===== src/rtl/itmr_pkg.sv =====
package itmr_pkg;

  localparam int unsigned ADDR_W = 3;

  localparam logic [ADDR_W-1:0] ADR_LOAD   = 3'd0;
  localparam logic [ADDR_W-1:0] ADR_VALUE  = 3'd1;
  localparam logic [ADDR_W-1:0] ADR_CTRL   = 3'd2;
  localparam logic [ADDR_W-1:0] ADR_ICLR   = 3'd3;
  localparam logic [ADDR_W-1:0] ADR_RAW    = 3'd4;
  localparam logic [ADDR_W-1:0] ADR_MASKED = 3'd5;
  localparam logic [ADDR_W-1:0] ADR_BGLOAD = 3'd6;

  // control byte, most significant field first
  typedef struct packed {
    logic       run;       // bit 7
    logic       periodic;  // bit 6
    logic       ie;        // bit 5
    logic       spare;     // bit 4
    logic [1:0] pre;       // bits 3:2
    logic       wide;      // bit 1
    logic       oneshot;   // bit 0
  } ctrl_t;

  localparam logic [7:0] CTRL_RESET = 8'h20;

endpackage


===== src/rtl/itmr_prediv.sv =====
module itmr_prediv #(
  parameter int unsigned PW = 8
) (
  input  logic         clk,
  input  logic         rst_n,
  input  logic         tick_en,
  input  logic         run,
  input  logic         restart,
  input  logic [1:0]   sel,
  output logic         step
);
  localparam int unsigned MID = PW / 2;

  logic [PW-1:0] div_q, div_d;
  logic [PW-1:0] mask;

  always_comb begin
    unique case (sel)
      2'b01:   mask = {{(PW-MID){1'b0}}, {MID{1'b1}}};
      2'b10:   mask = {PW{1'b1}};
      default: mask = '0;
    endcase
  end

  assign step = run && tick_en && !restart && ((div_q & mask) == mask);

  always_comb begin
    if (restart || !run)  div_d = '0;
    else if (tick_en)     div_d = div_q + 1'b1;
    else                  div_d = div_q;
  end

  always_ff @(posedge clk or negedge rst_n) begin
    if (!rst_n) div_q <= '0;
    else        div_q <= div_d;
  end

endmodule


===== src/rtl/itmr_count.sv =====
module itmr_count #(
  parameter int unsigned DW = 32,
  parameter int unsigned NW = 16
) (
  input  logic          clk,
  input  logic          rst_n,
  input  logic          step,
  input  logic          load,
  input  logic [DW-1:0] load_val,
  input  logic          oneshot,
  input  logic          wide,
  output logic [DW-1:0] cnt,
  output logic          expire
);
  localparam logic [DW-1:0] NARROW_MASK = {{(DW-NW){1'b0}}, {NW{1'b1}}};

  logic [DW-1:0] cnt_q, cnt_d, size_mask;

  assign size_mask = wide ? {DW{1'b1}} : NARROW_MASK;
  assign cnt       = cnt_q & size_mask;
  assign expire    = step && !load && (cnt == {{(DW-1){1'b0}}, 1'b1});

  always_comb begin
    cnt_d = cnt_q;
    if (load) begin
      cnt_d = load_val;
    end else if (step) begin
      if (cnt == '0) cnt_d = oneshot ? cnt_q : load_val;
      else           cnt_d = (cnt - 1'b1) & size_mask;
    end
  end

  always_ff @(posedge clk or negedge rst_n) begin
    if (!rst_n) cnt_q <= '0;
    else        cnt_q <= cnt_d;
  end

endmodule


===== src/rtl/interval_timer.sv =====
module interval_timer
  import itmr_pkg::*;
#(
  parameter int unsigned DW = 32,
  parameter int unsigned NW = 16,
  parameter int unsigned PW = 8
) (
  input  logic          clk,
  input  logic          rst_n,
  input  logic          tick_en,
  input  logic          wr_en,
  input  logic [2:0]    addr,
  input  logic [DW-1:0] wdata,
  output logic [DW-1:0] rdata,
  output logic          irq
);
  localparam logic [DW-1:0] NARROW_ONES = {{(DW-NW){1'b0}}, {NW{1'b1}}};

  ctrl_t         ctrl_q, ctrl_d;
  logic [DW-1:0] lim_q, lim_d;
  logic          raw_q, raw_d;

  logic wr_load, wr_ctrl, wr_iclr, wr_bg;
  logic [DW-1:0] eff_lim, cnt_w;
  logic load_now, step_w, exp_w;

  assign wr_load = wr_en && (addr == ADR_LOAD);
  assign wr_ctrl = wr_en && (addr == ADR_CTRL);
  assign wr_iclr = wr_en && (addr == ADR_ICLR);
  assign wr_bg   = wr_en && (addr == ADR_BGLOAD);

  // next-state of the programmable registers
  always_comb begin
    ctrl_d = wr_ctrl ? ctrl_t'(wdata[7:0]) : ctrl_q;
    lim_d  = (wr_load || wr_bg) ? wdata : lim_q;
  end

  // effective reload value from the values in force after this edge
  always_comb begin
    if (!ctrl_d.periodic && !ctrl_d.oneshot)
      eff_lim = ctrl_d.wide ? {DW{1'b1}} : NARROW_ONES;
    else
      eff_lim = ctrl_d.wide ? lim_d : (lim_d & NARROW_ONES);
  end

  assign load_now = wr_load || (wr_ctrl && ctrl_d.run && !ctrl_q.run);

  itmr_prediv #(.PW(PW)) prediv_i (
    .clk     (clk),
    .rst_n   (rst_n),
    .tick_en (tick_en),
    .run     (ctrl_q.run),
    .restart (wr_ctrl),
    .sel     (ctrl_q.pre),
    .step    (step_w)
  );

  itmr_count #(.DW(DW), .NW(NW)) count_i (
    .clk      (clk),
    .rst_n    (rst_n),
    .step     (step_w),
    .load     (load_now),
    .load_val (eff_lim),
    .oneshot  (ctrl_q.oneshot),
    .wide     (ctrl_q.wide),
    .cnt      (cnt_w),
    .expire   (exp_w)
  );

  // expiry wins over a clear in the same cycle
  always_comb begin
    if (exp_w)        raw_d = 1'b1;
    else if (wr_iclr) raw_d = 1'b0;
    else              raw_d = raw_q;
  end

  always_ff @(posedge clk or negedge rst_n) begin
    if (!rst_n) begin
      ctrl_q <= ctrl_t'(CTRL_RESET);
      lim_q  <= '0;
      raw_q  <= 1'b0;
    end else begin
      ctrl_q <= ctrl_d;
      lim_q  <= lim_d;
      raw_q  <= raw_d;
    end
  end

  assign irq = raw_q && ctrl_q.ie;

  always_comb begin
    unique case (addr)
      ADR_LOAD, ADR_BGLOAD: rdata = lim_q;
      ADR_VALUE:            rdata = cnt_w;
      ADR_CTRL:             rdata = {{(DW-8){1'b0}}, ctrl_q};
      ADR_RAW:              rdata = {{(DW-1){1'b0}}, raw_q};
      ADR_MASKED:           rdata = {{(DW-1){1'b0}}, raw_q & ctrl_q.ie};
      default:              rdata = '0;
    endcase
  end

endmodule


===== config.mk =====
export PLATFORM = sky130hd
export DESIGN_NAME = interval_timer
export DESIGN_NICKNAME = d
export VERILOG_FILES = /design/src/rtl/itmr_pkg.sv /design/src/rtl/itmr_prediv.sv /design/src/rtl/itmr_count.sv /design/src/rtl/interval_timer.sv
export SDC_FILE = /design/constraint.sdc
export NUM_CORES = 1
export LEC_CHECK = 0
export ABC_AREA = 1
export BUFFER_PORTS_ARGS = -buffer_cell sky130_fd_sc_hd__buf_2
export CAP_MARGIN = 10
export CORE_ASPECT_RATIO = 0.7
export CORE_MARGIN = 2
export CORE_UTILIZATION = 55
export DETAILED_ROUTE_END_ITERATION = 7
export PLACE_DENSITY_LB_ADDON = 0.15
export SLEW_MARGIN = 25
export SYNTH_ARGS = -nofsm -noshare
export SYNTH_HDL_FRONTEND = slang
export SYNTH_HIERARCHICAL = 1
export SYNTH_SLANG_ARGS = --single-unit

===== constraint.sdc =====
create_clock -name clk -period 5.51 [get_ports clk]
set_clock_uncertainty 0.1 [all_clocks]
set_input_delay 1.102 -clock clk [delete_from_list [all_inputs] [get_ports clk]]
set_output_delay 1.102 -clock clk [all_outputs]
set_load 0.005 [all_outputs]

# After elaboration in Yosys (flattened, before gate mapping)
# Cells that the tools add are included.
# totals
regBits	81
in_bits	39
out_inout_bits	33
wordCells	72
# classes
addsub	2
n_eq_ne	11
muxes	16
n_bitwise	4
reduce_logical	28
# op_table
cell	n
$mux 32	9
$pmux 32 s5	1
$and 32x32->32	2
$eq 32x1->1 const B	1
$logic_not 32->1	1
$sub 32x1->32 const B	1
$mux 8	3
$pmux 8 s2	1
$logic_and 1x1->1	13
$eq 3x3->1 const B	3
$add 8x1->8 const B	1
$and 8x8->8	1
$eq 8x8->1	1
$eq 3x2->1 const B	2
$reduce_bool 2->1	3
$logic_not 1->1	5
$eq 3x1->1 const B	1
$logic_not 3->1	1
$logic_or 1x1->1	3
$ne 3x2->1 const B	1
$eq 2x1->1 const B	1
$eq 2x2->1 const B	1
$mux 1	2
$reduce_and 2->1	1
2 further kinds	2

# Depth between registers and ports, before layout
# Gate-level depths: netlist (run 1).
# logic_depth
ltp_word	10
depth_mapped	17
mapped_depth_nobuf	15

# Modules after synthesis
# Netlist (run 1), hierarchy kept.
# modules_own_cells
mod	n_inst	cells_per_inst	area_per_inst_um2	seq_area_each_um2
itmr_count	1	507	3032.9	800.8
interval_timer	1	359	2547.4	1027.2
itmr_prediv	1	62	465.4	200.2

# Worst setup path after synthesis (run 1)
# No wires, ideal clock.
# synth_path
path_kind	input-to-output
startpoint	input addr[1]
endpoint	output rdata[1]
arrival_time_ns	1.952
required_ns	4.308
path_slack_ns	2.356
stages	5
n_path_buf	2
cell_sequence	buf_2 > nor3_2 > clkbuf_1 > nand2_1 > nand3_1
# synth_via
elab_chain_len	3
elab_cells_between_ends	8
cone_classes	5 x eq/ne; 1 x mux; 2 x reduce/logical
# synth_rtl
item	line	text
start: declaration	interval_timer.sv:12	input logic [2:0] addr,
$eq 3x3->1 or $logic_not 3->1 (tied branches)	interval_timer.sv:92	unique case (addr)
$reduce_or 2->1	interval_timer.sv:92	
$pmux 32 s5 *	interval_timer.sv:92	
end: declaration	interval_timer.sv:14	output logic [DW-1:0] rdata,
# Every way passes the cells marked *; elsewhere a longest branch is shown, timed or not.

# Worst setup path in the final report (run 1)
# layout_path
startpoint	input addr[0]
endpoint	output rdata[19]
# Same word-level chain as after synthesis.

==> metrics.txt, run 1 <==
P&R area growth vs syn=8.65%; top cells by area, synth=dfrtp_1 33%, nand2_1 17%, inv_1 8.7%; Worst EP required=between 4000 and 5000 ps; pre-CTS setup slack=between 1000 and 1500 ps; post-synthesis mux area share=0; largest net degree at the start of global routing=82; sequential area share after synthesis=0.335; cell area after synthesis=a little over 6000 µm²; post-CTS setup repair buffer count=0; Ports=about 70; Clock Latency Late Sink=about 350 ps; Post-DP Area=~6300 µm²; Mapped Cells=a little over 900; core area=10500 µm²; final-stage net count=1006; share of cells above drive strength 1=0.145; Critical R2R Launch=ctrl_q[1]; DR vias=around 6000; Hold WC Path Type=flip-flop to flip-flop; PwrDens=roughly 430 nW/µm²; Remaining DRCs=0; Worst-path clk slew=70 ps; # hold bufs at CTS=0; post-synthesis adder-cell area fraction=0.00828; RSZ-0062 raised after global routing=no; Synth top area share=0.331; drt first pass iters=6; final hold vios=0; die height=91.7 µm; status=finished, final reports clean; Row Count=31; setup_tns=0 ps; post-DP HPWL=11700 µm; most frequent cells after synthesis=275 x nand2_1, 140 x inv_1, 119 x nor2_1; CP Capture Type=output pin; Die Wd=129 µm; cell area after layout=6570 µm²; Worst-Margin Slew=802 ps; GPL Wtd Cong=between 0.9 and 1; IO Port Bufs=roughly 70; Die ar.=11900 µm²; Netlist cell types=40; Compound-Gate Fraction of Synth Area=0.113; Worst R2R End=count_i/cnt_q[24]; final setup violation count=0; FF+latch area=2030 µm²; xor and xnor area share after synthesis=0.0145; EDFF count, synth=0; Leakage=~3.6 nW; most common cell in the synthesized netlist=nand2_1; setup ws final=roughly 1300 ps; kind of critical path=input port to output pin; CP startpoint kind=input port; Fmax=about 240 MHz; H-Tree Depth=3; Sink Count=81; Post-synth ARST share=1.00; Multi-input gate area=between 3000 and 4000 µm²; n_diodes=0; Routed WL=16500 µm; CTS Buf Count=9; first-pass GRT wire length=between 20000 and 30000 µm; Vias/cell=approximately 5.4; initial drt markers=between 500 and 600; Global Route Usage Sum=0.289; period utilization=0.761; initial antenna violation count=0; min cycle time layout=4190 ps; vias in the first global route=a little over 5000; Worst Setup EP=rdata[19]; Ys Warns=6; Longest Clk Path Bufs=2; Initial Utilization=0.575; grt ovf=0; FF+latch count, synth=a little over 80; crit-path max FO=21; total of max-cap violations=0; simple-gate share of the synthesized area=0.378; R2R cell count=11; Synthesized Nets=971; Filler cells=between 1000 and 1500; Slew Limit Fails=0; cell taking the most area after synthesis=dfrtp_1; post-cts resize count=0; Antenna Violating Nets Remaining=0; largest family of logic cells by synthesized area=simple AND/OR/NAND/NOR gates; routed len/inst=between 10 and 15 µm; CTS tree=built; slew margin rel.=0.463; CTS Root Cell=clkbuf_16; CP startpoint=addr[0]; Synth Flop Type=dfrtp_1; FF-to-FF setup slack=between 2000 and 3000 ps; Max VDD drop=about 0.21 mV; Worst Path Arrival=approximately 3000 ps; Syn Area/Cell=between 6 and 7 µm²; Power Total=0.00279 W
[worst min-delay path by stage]
stage	to	slack [ps]	start	cells after the start
3_5_place_dp	ctrl_q[4]	380	ctrl_q[4]	2
6_report	ctrl_q[4]	400	ctrl_q[4]	2
2_1_floorplan	ctrl_q[4]	350	ctrl_q[4]	2
3_3_place_gp	ctrl_q[4]	380	ctrl_q[4]	2
5_1_grt	ctrl_q[4]	440	ctrl_q[4]	2
4_1_cts	ctrl_q[4]	390	ctrl_q[4]	2
[worst max-delay path, cell delays in order]
cell     delay [ps]
buf_2           110
inv_1           310
nand3_1         140
nand2_2         430
inv_1           360
o21ai_0         360
buf_2           180
[power breakdown]
part           internal [W]  leakage, nW  total, W  switching [W]
Sequential         0.000765        0.983  0.000969       0.000204
Clock              0.000333        0.146  0.000593       0.000260
Combinational      0.000426         2.51   0.00123       0.000805
Total               0.00152         3.64   0.00279        0.00127
[per-layer routing]
layer,vias to the layer above,wire length [µm],global-route usage
met3,17,1690,0.0788
met1,2731,8450,0.481
met5,-,0,0
met4,0,151,0.0543
li1,2944,-,-
met2,282,6170,0.362
[stage by stage]
step / hold WS (ps) / cells / utilization
global route: 439 / 1116 / 0.625
floorplan: 353 / 928 / -
detailed placement: 378 / 1099 / 0.596
CTS: 395 / 1115 / 0.623
finish: 398 / 1116 / 0.625
global placement: 377 / 1099 / 0.596
[cell families (layout without fill, tap and decap cells)]
logic type	count (synthesis)	after routing
AND/OR/NAND/NOR	520	520
flip-flops	81	81
buffers and inverters	197	237
XOR/XNOR	10	10
adder cells (fa/ha/maj)	4	4
AO/OA/AOI/OAI	116	116
[flip-flops by register name, summed over array words and instances, names as in the netlist]
register,cells
ctrl_q,8
count_i/cnt_q,32
lim_q,32
prediv_i/div_q,8
raw_q,1
[final cells by class]
type / count / area share
inverter: 145 / 0.0832
clock inverter: 5 / 0.00552
sequential: 81 / 0.309
multi-input combinational: 650 / 0.474
clock buffer: 11 / 0.0385
timing repair buffer: 76 / 0.0619
tap: 148 / 0.0282
[cell usage in the layout (no fill, tap or decap), types with 6 or more instances in the layout]
cell type and instances:
dfrtp_1 79, nand3_1 62, nor2_1 119, nor2_2 6
o211ai_1 18, nor3_1 6, a21oi_1 20, xor2_1 8
clkbuf_16 9, o21ai_1 16, buf_2 70, inv_1 140
o21ai_0 47, a22o_1 8, nand2_1 275, nand4_1 13
nand2_2 18
(Power assumes the default switching activity.)
==> inputs of run 2 (changes only) <==
--- a/config.mk
+++ b/config.mk
@@ -10,7 +10,7 @@
 export CAP_MARGIN = 10
 export CORE_ASPECT_RATIO = 0.7
 export CORE_MARGIN = 2
-export CORE_UTILIZATION = 55
+export CORE_UTILIZATION = 54
 export DETAILED_ROUTE_END_ITERATION = 7
 export PLACE_DENSITY_LB_ADDON = 0.15
 export SLEW_MARGIN = 25
==> constraint.sdc (replaced) <==
create_clock -name clk -period 3.8 [get_ports clk]
set_clock_uncertainty 0.1 [all_clocks]
set_input_delay 0.76 -clock clk [delete_from_list [all_inputs] [get_ports clk]]
set_output_delay 0.76 -clock clk [all_outputs]
set_load 0.005 [all_outputs]
==> metrics.txt, run 2 (same netlist as run 1, synthesis figures left out) <==
status=finished, final reports clean; Longest Clk Path Bufs=2 (unchanged); Hold WC Path Type=input port to asynchronous set/reset pin; post-CTS setup repair buffer count=0 (unchanged); CTS Root Cell=clkbuf_16; PwrDens=617 nW/µm² (+45%); min cycle time layout=between 3000 and 4000 ps; Worst Path Arrival=2220 ps (-770 ps); grt ovf=0 (unchanged); final hold vios=0 (unchanged); setup_tns=0 ps (unchanged); post-route insts no fill=1133 (+1.5%); share of cells above drive strength 1=0.152 (+0.00741); CP startpoint=addr[2]; initial antenna violation count=0 (unchanged); drt first pass iters=5 (-1); Largest regs=count_i/cnt_q x32, lim_q x32; Routed WL=16900 µm (+2.6%); final-stage net count=1018 (+1.2%); Remaining DRCs=0 (unchanged); post-layout util=0.607 (-0.0182); Initial Utilization=0.551 (-0.0241); # hold bufs at CTS=0 (unchanged); post-cts resize count=0 (unchanged); Global Route Usage Sum=0.302 (+0.0132); period utilization=0.809; Leakage=3.69 nW (+1.3%); GPL Wtd Cong=0.938 (+3.4%); Row Count=32 (+3.2%); Worst-path clk slew=60 ps (about the same); IO Port Bufs=71 (unchanged); CTS Buf Count=9 (unchanged); RSZ-0062 raised after global routing=no; placed insts=1117 (+1.6%); FF-to-FF setup slack=1110 ps (-1580 ps); first-pass GRT wire length=28400 µm (+5.1%); P&R area growth vs syn=10.1%; Sink Count=81 (unchanged); Worst-Margin Slew=878 ps (+75.5 ps); Critical R2R Launch=ctrl_q[1]; Filler cells=1152 (+10%); Max VDD drop=0.308 mV (+47%); CP startpoint kind=input port; kind of critical path=input port to output pin; CTS tree=built; Slew Limit Fails=0 (unchanged); H-Tree Depth=3 (unchanged); routed len/inst=14.9 µm (+1.0%); final setup violation count=0 (unchanged); largest net degree at the start of global routing=74 (-9.8%); Die Wd=130 µm (+0.89%); die height=92.5 µm (+0.88%); slew margin rel.=0.415 (-0.0485); initial drt markers=655 (+28%); Power Total=0.00410 W (+47%); Vias/cell=5.25 (-2.0%); crit-path max FO=19 (-9.5%); Antenna Violating Nets Remaining=0 (unchanged); Ports=72 (unchanged); n_diodes=0 (unchanged); most frequent cells in the layout=275 x nand2_1, 140 x inv_1, 119 x nor2_1; post-DP HPWL=12500 µm (+6.9%); R2R cell count=12 (+1); core area=11000 µm² (+4.4%); Clock Latency Late Sink=340 ps (about the same); Worst EP required=2940 ps (-1370 ps); vias in the first global route=5349 (+4.6%); Worst R2R End=count_i/cnt_q[20]; total of max-cap violations=0 (unchanged); Die ar.=12100 µm² (+1.8%); most common cell after layout, fill and taps aside=nand2_1; Fmax=about 330 MHz; CP Capture Type=output pin; DR vias=5943 (-0.52%)
-- run 2: cell count changes in the layout (fill, tap and decap cells not counted), sizes merged --
| cell | delta |
|---|---|
| clkinvlp | +1 |
| inv | -2 |
| buf | +12 |
| bufinv | +1 |
-- run 2: worst max path at each step --
stage / end / slack [ps]
after floorplan: count_i/cnt_q[29] / 1190
after global placement: count_i/cnt_q[31] / 700
after detailed placement: count_i/cnt_q[20] / 650
after CTS: rdata[19] / 750
after global routing: rdata[19] / 530
final: rdata[19] / 720
-- run 2: critical path: stages --
cell     delay, ps
buf_2          150
nor2_2         200
nand2_1         90
nand2_2        290
inv_1          280
o21ai_0        280
buf_2          160
-- run 2: per-stage QoR --
step / setup slack [ps] / hold WS [ps] / instance area, µm²
2_1_floorplan: 1190 / 353 / 6050
3_3_place_gp: 705 / 381 / 6360
3_5_place_dp: 651 / 392 / 6360
4_1_cts: 750 / 408 / 6650
5_1_grt: 534 / 394 / 6660
6_report: 724 / 315 / 6660
-- run 2: power breakdown --
group          total, W  switching, W  internal, W
Sequential      0.00139      0.000284      0.00111
Clock          0.000871      0.000363     0.000509
Combinational   0.00184       0.00121     0.000633
-- run 2: cell type report --
cell class | count | area [µm²] | share of cell area
Tap cell | 153 | 191 | 0.0288
Sequential cell | 81 | 2030 | 0.305
Multi-Input combinational cell | 650 | 3110 | 0.467
Timing Repair Buffer | 88 | 489 | 0.0735
Inverter | 145 | 547 | 0.0821
Clock inverter | 5 | 56.3 | 0.00846
Clock buffer | 11 | 233 | 0.0350
-- run 2: per-layer routing --
layer / GRT usage / vias to the layer above / routed length, µm / share of wire
li1: - / 2967 / - / -
met5: 0 / - / 0 / 0
met2: 0.400 / 230 / 6490 / 0.38
met4: 0.0585 / 0 / 186 / 0.011
met3: 0.0578 / 17 / 1320 / 0.078
met1: 0.502 / 2729 / 8890 / 0.53
==> inputs of run 3 (changes only) <==
--- a/config.mk
+++ b/config.mk
@@ -10,7 +10,7 @@
 export CAP_MARGIN = 10
 export CORE_ASPECT_RATIO = 0.7
 export CORE_MARGIN = 2
-export CORE_UTILIZATION = 54
+export CORE_UTILIZATION = 55
 export DETAILED_ROUTE_END_ITERATION = 7
 export PLACE_DENSITY_LB_ADDON = 0.15
 export SLEW_MARGIN = 25
==> constraint.sdc (replaced) <==
create_clock -name clk -period 3.15 [get_ports clk]
set_clock_uncertainty 0.1 [all_clocks]
set_input_delay 0.63 -clock clk [delete_from_list [all_inputs] [get_ports clk]]
set_output_delay 0.63 -clock clk [all_outputs]
set_load 0.005 [all_outputs]
==> metrics.txt, run 3 (same netlist as run 1, synthesis figures left out) <==
GPL Wtd Cong=0.966 (+3.0%); most common cell after layout, fill and taps aside=nand2_1; Worst EP required=2420 ps (-520 ps); period utilization=0.862; Worst-path clk slew=60 ps (about the same); Sink Count=81 (unchanged); Worst Path Arrival=1990 ps (-230 ps); H-Tree Depth=3 (unchanged); core area=10500 µm² (-4.2%); part of the power in registers=0.323 (-0.016); placed insts=1115 (-0.18%); Routed WL=16600 µm (-1.7%); min cycle time layout=2720 ps; Antenna Violating Nets Remaining=0 (unchanged); Worst-Margin Slew=593 ps (-285 ps); Global Route Usage Sum=0.298 (-0.00397); Filler cells=975 (-15%); worst hold slack=165 ps (-150 ps); Clock Latency Late Sink=340 ps (about the same); Remaining DRCs=0 (unchanged); crit-path max FO=16 (-3); Die ar.=11900 µm² (-1.8%); routed len/inst=14.7 µm (-1.5%); initial drt markers=587 (-10%); PwrDens=765 nW/µm² (+24%); P&R area growth vs syn=11.7%; total of max-cap violations=0 (unchanged); Ports=72 (unchanged); Hold WC Path Type=input port to asynchronous set/reset pin; initial antenna violation count=0 (unchanged); Slew Limit Fails=0 (unchanged); share of total power in combinational logic=0.440 (-0.008); Longest Clk Path Bufs=2 (unchanged); share of cells above drive strength 1=0.155 (+0.00259); n_diodes=0 (unchanged); kind of critical path=input port to output pin; Die Wd=129 µm (-0.89%); internal power=0.00293 W (+30%); Fmax=between 300 and 400 MHz; setup_tns=0 ps (unchanged); final-stage net count=1021 (+0.29%); Row Count=31 (-3.1%); post-DP HPWL=12400 µm (-1.3%); final hold vios=0 (unchanged); CTS Buf Count=9 (unchanged); grt ovf=0 (unchanged); IO Port Bufs=71 (unchanged); slew margin rel.=0.602 (+0.187); Max VDD drop=0.375 mV (+22%); largest net degree at the start of global routing=49 (-34%); drt first pass iters=5 (unchanged); Vias/cell=5.27 (+0.51%); Largest regs=count_i/cnt_q x32, lim_q x32; vias in the first global route=5433 (+1.6%); Leakage=3.74 nW (+1.4%); # hold bufs at CTS=0 (unchanged); RSZ-0062 raised after global routing=no; post-route insts no fill=1131 (-0.18%); DR vias=5963 (+0.34%); first-pass GRT wire length=27800 µm (-1.8%); CP Capture Type=output pin; CTS tree=built; Clock power frac=0.237 (+0.025); most frequent cells in the layout=275 x nand2_1, 140 x inv_1, 119 x nor2_1; Sw Pwr=0.00223 W (+20%); post-cts resize count=0 (unchanged); Initial Utilization=0.575 (+0.0241); post-layout util=0.642 (+0.0354); switching share of power=0.433 (-0.0192); status=finished, final reports clean; final setup violation count=0 (unchanged); CTS Root Cell=clkbuf_16; die height=91.7 µm (-0.88%); post-CTS setup repair buffer count=0 (unchanged); CP startpoint kind=input port
-- run 3: cell count changes in the layout (fill, tap and decap cells not counted), sizes merged --
| cell | change |
|---|---|
| clkinv | -3 |
| clkinvlp | -1 |
| clkbuf | +1 |
| bufinv | +2 |
| inv | +1 |
| buf | +3 |
-- run 3: critical path, cell delays in order --
cell,delay [ps]
buf_2,110
inv_1,280
nand3_1,150
nand2_2,110
inv_1,190
o21ai_0,330
buf_2,170
-- run 3: path summary, 6_finish.rpt --
path                            startpoint                 to  slack, ps  depth (start not counted)
worst max-delay path               addr[0]          rdata[30]        430                          7
worst min-delay path                 rst_n           lim_q[6]        160                          1
worst max register to register   ctrl_q[1]   count_i/cnt_q[2]        800                         12
worst min register to register   ctrl_q[4]          ctrl_q[4]        400                          2
max in group asynchronous            rst_n  count_i/cnt_q[27]       2160                          2
min in group clk                 ctrl_q[4]          ctrl_q[4]        400                          2
-- run 3: final cells by class --
| type | instances | area (µm²) | area share |
|---|---|---|---|
| multi-input combinational | 650 | 3110 | 0.461 |
| sequential | 81 | 2030 | 0.300 |
| inverter | 145 | 547 | 0.0810 |
| timing repair buffer | 91 | 533 | 0.0790 |
| clock buffer | 12 | 246 | 0.0365 |
| tap | 148 | 185 | 0.0274 |
| clock inverter | 4 | 98.8 | 0.0146 |
-- run 3: power by group through the flow --
stage / Combinational [W] / Clock [W] / Sequential [W]
2_1_floorplan: 0.00180 / 0 / 0.00158
3_3_place_gp: 0.00219 / 0 / 0.00167
3_5_place_dp: 0.00220 / 0 / 0.00167
4_1_cts: 0.00223 / 0.00124 / 0.00166
5_1_grt: 0.00258 / 0.00129 / 0.00171
6_report: 0.00227 / 0.00122 / 0.00167
-- run 3: metrics by stage --
stage	area (µm²)	setup slack, ps	power (W)
after floorplan	6050	666	0.00338
after global placement	6400	336	0.00386
after detailed placement	6400	258	0.00388
after CTS	6750	467	0.00513
after global routing	6750	300	0.00557
final	6750	433	0.00516
-- run 3: per-layer routing --
layer / track usage / up-vias / part of all wire
met3: 0.0665 / 17 / 0.096
met1: 0.500 / 2704 / 0.53
met2: 0.375 / 267 / 0.37
met4: 0.0643 / 0 / 0.011
met5: 0 / - / 0
li1: - / 2975 / -
